**config.mk**
```make
export PLATFORM = sky130hd
export DESIGN_NAME = comma_deser
export DESIGN_NICKNAME = d
export VERILOG_FILES = /design/src/rtl/comma_deser_pkg.sv /design/src/rtl/cd_input_sel.sv /design/src/rtl/cd_shifter.sv /design/src/rtl/cd_comma_match.sv /design/src/rtl/cd_word_timer.sv /design/src/rtl/comma_deser.sv
export SDC_FILE = /design/constraint.sdc
export NUM_CORES = 1
export LEC_CHECK = 0
export ABC_AREA = 1
export BUFFER_PORTS_ARGS = -buffer_cell sky130_fd_sc_hd__clkbuf_2
export CORE_AREA = 3 3 85 87
export CTS_CLUSTER_SIZE = 30
export DETAILED_ROUTE_END_ITERATION = 10
export DIE_AREA = 0 0 88 90
export HOLD_SLACK_MARGIN = 0.15
export PLACE_DENSITY = 0.44
export REMOVE_ABC_BUFFERS = 1
export SYNTH_ARGS = -nofsm -noshare
export SYNTH_HDL_FRONTEND = slang
export SYNTH_SLANG_ARGS = --single-unit
```
**constraint.sdc**
```tcl
create_clock -name clk -period 4.3 [get_ports clk]
set_input_delay 0.215 -clock clk [delete_from_list [all_inputs] [get_ports clk]]
set_output_delay 0.215 -clock clk [all_outputs]
set_load 0.01 [all_outputs]
```
**src/rtl/comma_deser_pkg.sv**
```systemverilog
`timescale 1ns/1ps
package comma_deser_pkg;

  // What the word timer does with the current bit
  typedef enum logic [1:0] {
    ACT_COUNT   = 2'd0,
    ACT_EMIT    = 2'd1,
    ACT_ALIGN   = 2'd2,
    ACT_RESTART = 2'd3
  } tmr_act_e;

  // Bits per word for the selected width
  function automatic int unsigned word_bits(input logic narrow, input int unsigned lane_w);
    return narrow ? lane_w : 2 * lane_w;
  endfunction

  // Count value loaded when the comma completes: in wide mode the comma
  // fills the first lane, so the word is half complete
  function automatic int unsigned align_count(input logic narrow, input int unsigned lane_w);
    return narrow ? 0 : lane_w;
  endfunction

endpackage

```
**src/rtl/cd_input_sel.sv**
```systemverilog
`timescale 1ns/1ps
module cd_input_sel (
  input  logic loop_en,
  input  logic line_bit,
  input  logic loop_bit,
  output logic bit_sel
);
  assign bit_sel = loop_en ? loop_bit : line_bit;
endmodule

```
**src/rtl/cd_shifter.sv**
```systemverilog
`timescale 1ns/1ps
module cd_shifter #(
  parameter int unsigned WORD_W = 20
) (
  input  logic              clk,
  input  logic              rst_n,
  input  logic              bit_in,
  output logic [WORD_W-1:0] hist_nxt
);
  logic [WORD_W-1:0] hist_q;

  // newest bit enters at the top; index 0 is the oldest of the window
  assign hist_nxt = {bit_in, hist_q[WORD_W-1:1]};

  always_ff @(posedge clk or negedge rst_n) begin
    if (!rst_n) hist_q <= '0;
    else        hist_q <= hist_nxt;
  end
endmodule

```
**src/rtl/cd_comma_match.sv**
```systemverilog
`timescale 1ns/1ps
module cd_comma_match #(
  parameter int unsigned          LANE_W   = 10,
  parameter logic [LANE_W-1:0]    COMMA_AJ = 10'b0011111010
) (
  input  logic [LANE_W-1:0] window,
  output logic              hit
);
  // COMMA_AJ holds the first received bit in its MSB; the window holds it at index 0
  logic [LANE_W-1:0] img;

  for (genvar k = 0; k < LANE_W; k++) begin : g_img
    assign img[k] = COMMA_AJ[LANE_W-1-k];
  end

  assign hit = (window == img);
endmodule

```
**src/rtl/cd_word_timer.sv**
```systemverilog
`timescale 1ns/1ps
module cd_word_timer
  import comma_deser_pkg::*;
#(
  parameter int unsigned LANE_W = 10
) (
  input  logic clk,
  input  logic rst_n,
  input  logic narrow_sel,
  input  logic frame_en,
  input  logic comma_hit,
  output logic emit,
  output logic restart
);
  localparam int unsigned WORD_W = 2 * LANE_W;
  localparam int unsigned CNT_W  = $clog2(WORD_W);

  logic [CNT_W-1:0] cnt_q, cnt_d, last_idx, align_idx;
  logic             narrow_q, frame_q, use_comma;
  tmr_act_e         act;

  always_comb begin
    last_idx  = CNT_W'(word_bits(narrow_sel, LANE_W) - 1);
    align_idx = CNT_W'(align_count(narrow_sel, LANE_W));
    restart   = (narrow_sel & ~narrow_q) | (frame_q & ~frame_en);
    use_comma = frame_en & comma_hit & ~restart;

    if (restart)               act = ACT_RESTART;
    else if (use_comma)        act = ACT_ALIGN;
    else if (cnt_q == last_idx) act = ACT_EMIT;
    else                       act = ACT_COUNT;

    case (act)
      ACT_RESTART: begin cnt_d = '0;           emit = 1'b0;       end
      ACT_ALIGN:   begin cnt_d = align_idx;    emit = narrow_sel; end
      ACT_EMIT:    begin cnt_d = '0;           emit = 1'b1;       end
      default:     begin cnt_d = cnt_q + 1'b1; emit = 1'b0;       end
    endcase
  end

  always_ff @(posedge clk or negedge rst_n) begin
    if (!rst_n) begin
      cnt_q    <= '0;
      narrow_q <= 1'b1;
      frame_q  <= 1'b0;
    end else begin
      cnt_q    <= cnt_d;
      narrow_q <= narrow_sel;
      frame_q  <= frame_en;
    end
  end
endmodule

```
**src/rtl/comma_deser.sv**
```systemverilog
`timescale 1ns/1ps
module comma_deser #(
  parameter int unsigned       LANE_W   = 10,
  parameter logic [LANE_W-1:0] COMMA_AJ = 10'b0011111010
) (
  input  logic                  clk,
  input  logic                  rst_n,
  input  logic                  line_bit,
  input  logic                  loop_bit,
  input  logic                  loop_en,
  input  logic                  narrow_sel,
  input  logic                  frame_en,
  output logic                  word_valid,
  output logic [2*LANE_W-1:0]   word_out,
  output logic                  sync_out
);
  localparam int unsigned WORD_W = 2 * LANE_W;

  logic              bit_sel, comma_hit, lane_hit, emit, restart;
  logic [WORD_W-1:0] hist_nxt, word_nxt;
  logic [LANE_W-1:0] out_lane;

  cd_input_sel u_sel (
    .loop_en (loop_en),
    .line_bit(line_bit),
    .loop_bit(loop_bit),
    .bit_sel (bit_sel)
  );

  cd_shifter #(.WORD_W(WORD_W)) u_shift (
    .clk     (clk),
    .rst_n   (rst_n),
    .bit_in  (bit_sel),
    .hist_nxt(hist_nxt)
  );

  // search window: the last LANE_W bits, checked at every bit
  cd_comma_match #(.LANE_W(LANE_W), .COMMA_AJ(COMMA_AJ)) u_search (
    .window(hist_nxt[WORD_W-1:LANE_W]),
    .hit   (comma_hit)
  );

  cd_word_timer #(.LANE_W(LANE_W)) u_timer (
    .clk       (clk),
    .rst_n     (rst_n),
    .narrow_sel(narrow_sel),
    .frame_en  (frame_en),
    .comma_hit (comma_hit),
    .emit      (emit),
    .restart   (restart)
  );

  // comma lane of the word being emitted
  assign out_lane = narrow_sel ? hist_nxt[WORD_W-1:LANE_W] : hist_nxt[LANE_W-1:0];

  cd_comma_match #(.LANE_W(LANE_W), .COMMA_AJ(COMMA_AJ)) u_lane (
    .window(out_lane),
    .hit   (lane_hit)
  );

  assign word_nxt = narrow_sel ? {hist_nxt[WORD_W-1:LANE_W], {LANE_W{1'b1}}} : hist_nxt;

  always_ff @(posedge clk or negedge rst_n) begin
    if (!rst_n) begin
      word_valid <= 1'b0;
      word_out   <= '1;
      sync_out   <= 1'b0;
    end else begin
      word_valid <= emit;
      if (emit) begin
        word_out <= word_nxt;
        sync_out <= lane_hit;
      end
    end
  end
endmodule

```
== After elaboration in Yosys (flattened, before gate mapping) ==
Cells that the tools add are included.
Word-level totals
  bits in latches: 0
  bits in writable memories: 0
  memories: 0
  bits in read-only memories: 0
  input port bits: 7
  register bits: 49
  output and inout port bits: 22
  word-level logic and storage cells: 34
Operators by class
  equality and inequality tests: 6
  reductions and logical operators: 1
  bitwise operators: 8
  divide/modulo/power cells: 0
  multiplexer cells: 10
  shifts and indexed selects: 0
  multiply operators: 0
  add/subtract/negate cells: 2
  magnitude comparators: 0
Operators with widths (count)
  == test 10 x 9 -> 1 bit, second input constant: 2
  two-way mux 10 bit: 2
  case mux 5 bit (2 select lines): 1
  adder 5 x 1 -> 5 bit, second input constant: 1
  == test 5 bit: 1
  two-way mux 5 bit: 1
  subtractor 5 x 1 -> 5 bit, second input constant: 1
  bitwise AND 1 bit: 4
  == test 2 bit, second input constant: 2
  two-way mux 2 bit: 2
  two-way mux 4 bit: 1
  inverter 1 bit: 3
  == test 2 x 1 -> 1 bit, second input constant: 1
  two-way mux 1 bit: 2
  case mux 1 bit (2 select lines): 1
  OR reduction 2 bit: 1
  bitwise OR 1 bit: 1

== Longest topological paths before layout ==
  depth in word-level cells: 10
  gate-level depth with buffers: 16
  depth with buffers taken out: 15

== Cells and area by module ==
Synthesis repeated with hierarchy kept, for this count alone.
Unflattened totals
  cells, all modules: 215
  area, all modules: 1999.4 um^2
By module, submodules not included
  comma_deser: sequential area each 575.6 um^2, instances 1, area an instance 1012.2 um^2, cells an instance 123
  cd_shifter: sequential area each 475.5 um^2, instances 1, area an instance 483.0 um^2, cells an instance 20
  cd_word_timer: sequential area each 176.4 um^2, instances 1, area an instance 409.1 um^2, cells an instance 50
  cd_comma_match: sequential area each 0.0 um^2, instances 2, area an instance 40.0 um^2, cells an instance 9
  cd_input_sel: sequential area each 0.0 um^2, instances 1, area an instance 15.0 um^2, cells an instance 4

== Least setup slack after synthesis ==
No wires, ideal clock.
  path type: register to register
  start point: register u_timer.cnt_q[3]
  end point: register word_out[19]
  path buffers: 1
  data required time: 4.221 ns
  cell stages (with the launch flop): 11
  library setup time: 0.079 ns
  data arrival time: 1.548 ns
  setup slack: 2.674 ns
  period minus slack after synthesis: 1.626 ns
  cell sequence: dfrtp_1 nand2_1 o21ai_0 nand2_1 nor2_2 a21oi_2 ha_1 nand2_2 clkbuf_1 nand2_1 o21ai_0
On the way
  cells in the longest elaborated chain, start to end: 6
  elaborated cells between the ends (all ways): 7
  those cells by class: eq/ne: 3; mux: 4
Ends and longest elaborated chain
  start, declared: line cd_word_timer.sv:18  | logic [CNT_W-1:0] cnt_q, cnt_d, last_idx, align_idx;
  start signal, assigned: line cd_word_timer.sv:47  | cnt_q <= cnt_d;
  == test 5 bit *: line cd_word_timer.sv:30  | else if (cnt_q == last_idx) act = ACT_EMIT;
  two-way mux 1 bit *: line cd_word_timer.sv:30
  two-way mux 2 bit *: line cd_word_timer.sv:29  | else if (use_comma) act = ACT_ALIGN;
  two-way mux 2 bit *: line cd_word_timer.sv:28  | if (restart) act = ACT_RESTART;
  == test 2 x 1 -> 1 bit / == test 2 bit (equally long branches): line cd_word_timer.sv:33  | case (act)
  case mux 1 bit (2 select lines) *: line cd_word_timer.sv:33
  end signal, assigned: line comma_deser.sv:71  | word_out <= word_nxt;
  end, declared: line comma_deser.sv:14  | output logic [2*LANE_W-1:0] word_out,
Mark *: on every way between the ends. The rest lies on a longest branch, timed or not.
A chain may end at the register's enable or synchronous reset.

== Worst setup path after layout ==
  start point: input frame_en
  end point: register word_out[1]
On the way
  cells in the longest elaborated chain, start to end: 9
  elaborated cells between the ends (all ways): 11
  those cells by class: eq/ne: 2; mux: 3; bitwise: 6
Ends and longest elaborated chain
  start, declared: line comma_deser.sv:12  | input logic frame_en,
  inverter 1 bit: line cd_word_timer.sv:25  | restart = (narrow_sel & ~narrow_q) | (frame_q & ~frame_en);
  bitwise AND 1 bit: line cd_word_timer.sv:25
  bitwise OR 1 bit: line cd_word_timer.sv:25
  inverter 1 bit: line cd_word_timer.sv:26  | use_comma = frame_en & comma_hit & ~restart;
  bitwise AND 1 bit: line cd_word_timer.sv:26
  two-way mux 2 bit: line cd_word_timer.sv:29
  two-way mux 2 bit *: line cd_word_timer.sv:28
  == test 2 x 1 -> 1 bit / == test 2 bit (equally long branches): line cd_word_timer.sv:33
  case mux 1 bit (2 select lines) *: line cd_word_timer.sv:33
Marked as above.

==> flow_summary.yaml <==
cells_and_area:
  multi_input_comb_area_um2: 569
  layout.nets: 240
  final_layout_size_suffix_gt1_share_pct: 29.1
  final_cell_mix: "nand2_1, clkbuf_2, dfrtp_1"
  area_growth_pct: 15.7
  n_antenna_cell: 0
  fin_cells: 307
  fillerInstances: 662
  layout.cells.most_common: "nand2_1"
  ff_latch_area_um2: 1230
  final_area_um2: 2240
  utilization_pct: 34.9
global_route:
  grt_first_pass_wirelength_um: 6670
  globalRoute.totalOverflow: 0
  track_usage_pct: 10.9
  number_of_antenna_violations_at_the_first_check_in_global_routing: 0
  first_global_vias: 1363
  grt_max_degree: 49
route:
  post_drt_wl_per_cell_um: 12.0
  drt_drc_violations_left: 0
  drtAntennaViolNets: 0
  highest-signal-layer: "met4"
  vias: 1295
  dr_wl_met2_um: 1500
  drt_pre_antenna_iters: 4
  detail_route.wirelength.met1_um: 1870
  met3_layer_wire_length_in_the_routed_design_um: 269
  drtIter0Drc: 57
  routed_wl_um: 3690
  routed_via_density: 4.22
timing:
  finalHoldViolations: 0
  worst_pin_slew_ns: 0.607
  fin_setup_tns_ns: 0
  post-route-period-util_pct: 51.6
  slew_viol_final: 0
  normalized_max_slew_margin_pct: 59.5
  postLayoutSetupSlackWorst_ns: 2.08
  fmaxAchievable_ghz: 0.451
  post-route-min-period_ns: 2.22
  finish_stage_setup_viols: 0
  final.setup_skew_ns: 0.0150
  rsz0062_at_grt: "false"
yosys:
  post_synth_instance_area_um2: 1940
  yosysUniqueCellTypes: 24
  yosysSeqAreaShare_pct: 63.4
  postSynthRegisterBits: 48
  synthesis.area_per_instance_um2: 9.83
  synthesis.yosys.warnings: 0
  postSynthCellCount: 197
flow_run:
  max_cap_viol_count: 0
place:
  placedCellCount: 297
  place_worst_setup_slack_ns: 1.93
  postPlaceCellArea_um2: 2130
  finalWeightedCongestion: 0.695
  io_buffers: 28
  detailedPlacementHpwl_um: 2570
setup_path:
  path_class: "input port to flip-flop"
  setup.worst_path.end_class: "flip-flop"
  required_ns: 4.53
  worst-endpoint-arrival_ns: 2.44
  worstSetupStartpointType: "input port"
  timing.critical_path.fanout_max: 31
clocking:
  clk_transition_reported_paths_ns: 0.09
  post-cts-setup-buffer-count: 0
  clockRootBuffer: "clkbuf_8"
  post_cts_resized: 0
  cts.htree.levels: 2
  cts_max_path_buffers: 2
  clock-sinks: 48
  clock_insertion_delay_worst_skew_ns: 0.31
  cts_tree: "built"
  cts_made_buffers: 5
power_and_ir_drop:
  power_density_nw_per_um2: 505
  total_leakage_power_uw: 0.00113
  ir_worst_vdd_mv: 0.237
die:
  initial_core_util_pct: 30.1
  die-width_um: 88
  placementRows: 29
  top_level_ports: 29
  placeableCoreArea_um2: 6420
  die_area_um2: 7920
  die_height_um: 90
status:
  status: "finished clean"
worst_hold_path:
  hp-class: "input port to flip-flop"
==> stage by stage <==
| step | hold WS [ns] | power, uW |
|---|---|---|
| global route | 0.231 | 1220 |
| global placement | 0.362 | 870 |
| finish | 0.218 | 1130 |
| CTS | 0.210 | 1150 |
| detailed placement | 0.360 | 870 |
| floorplan | -0.0806 | 759 |
==> worst paths after layout <==
| kind | from | end | slack, ns | cells past startpoint |
|---|---|---|---|---|
| max reg2reg | u_shift.hist_q[16] | word_out[1] | 2.13 | 13 |
| min | loop_en | u_shift.hist_q[19] | 0.22 | 4 |
| min in group asynchronous | rst_n | u_shift.hist_q[14] | 0.54 | 3 |
| max | frame_en | word_out[1] | 2.08 | 13 |
| max in group asynchronous | rst_n | u_shift.hist_q[9] | 3.35 | 3 |
| min reg2reg | u_shift.hist_q[3] | u_shift.hist_q[2] | 0.38 | 0 |
==> synth_stat cells <==
master / n / share of area (%)
a31oi_1: 3 / 0.97
nand4_1: 1 / 0.32
inv_6: 1 / 0.45
buf_8: 1 / 0.78
clkbuf_1: 1 / 0.19
xor2_1: 1 / 0.45
nor2_4: 1 / 0.58
inv_2: 1 / 0.19
nor2_2: 1 / 0.32
buf_2: 2 / 0.52
inv_1: 20 / 3.9
o22ai_2: 1 / 0.65
dfrtp_1: 27 / 35
nand2_1: 64 / 12
buf_6: 2 / 1.2
o21ai_0: 16 / 4.1
a21oi_1: 3 / 0.78
nor2_1: 17 / 3.3
dfstp_2: 21 / 29
a21oi_2: 2 / 0.91
or2_1: 1 / 0.32
ha_1: 4 / 2.6
nand2_2: 2 / 0.65
nand3_1: 4 / 1.0
==> cell families (layout without fill, tap and decap cells) <==
logic type / count (synthesis) / after routing / share of synthesized area (%)
XOR/XNOR: 1 / 1 / 0.453
buffers and inverters: 28 / 61 / 7.17
adder cells (fa/ha/maj): 4 / 4 / 2.59
AND/OR/NAND/NOR: 91 / 91 / 18.9
flip-flops: 48 / 48 / 63.4
AO/OA/AOI/OAI: 25 / 25 / 7.43
==> worst max-delay path, cell delays in order <==
cell and delay [ns]:
dlygate4sd3_1 0.52, clkbuf_2 0.14, nand4_1 0.09, nor2_1 0.09, nand2_1 0.10, a21oi_2 0.16, ha_1 0.18, nand2_1 0.06
nand2_1 0.11, nand2_2 0.29, inv_2 0.27, nor2_1 0.06, a31oi_1 0.13
==> area by class of cell <==
class / count / area share, %
inverter: 22 / 3.91
clock inverter: 3 / 1.01
tap: 77 / 4.30
clock buffer: 5 / 3.07
sequential: 48 / 54.8
multi-input combinational: 121 / 25.4
timing repair buffer: 31 / 7.49
==> layer usage <==
metal | GRT usage [%] | vias to the layer above
met5 | 0 | -
li1 | - | 673
met3 | 4.20 | 4
met4 | 3.07 | 0
met1 | 15.7 | 581
met2 | 14.9 | 37
==> sequential cells by signal, summed over array words and instances, names as in the netlist <==
name / flops
sync_out: 1
u_timer.cnt_q: 5
u_shift.hist_q: 19
u_timer.narrow_q: 1
u_timer.frame_q: 1
word_valid: 1
word_out: 20
==> report_power, final <==
group	leakage (uW)	switching, uW	internal [uW]
registers	0.000542	48.7	582
logic	0.000539	135	89.9
clock network	0.0000485	159	117
==> repair_timing <==
item / in CTS / in global routing
endpoints found under the hold margin: 28 / 0
endpoints found under the setup margin: 0 / 0
hold buffers: 2 / 0
Power figures use the tool's default switching activity.
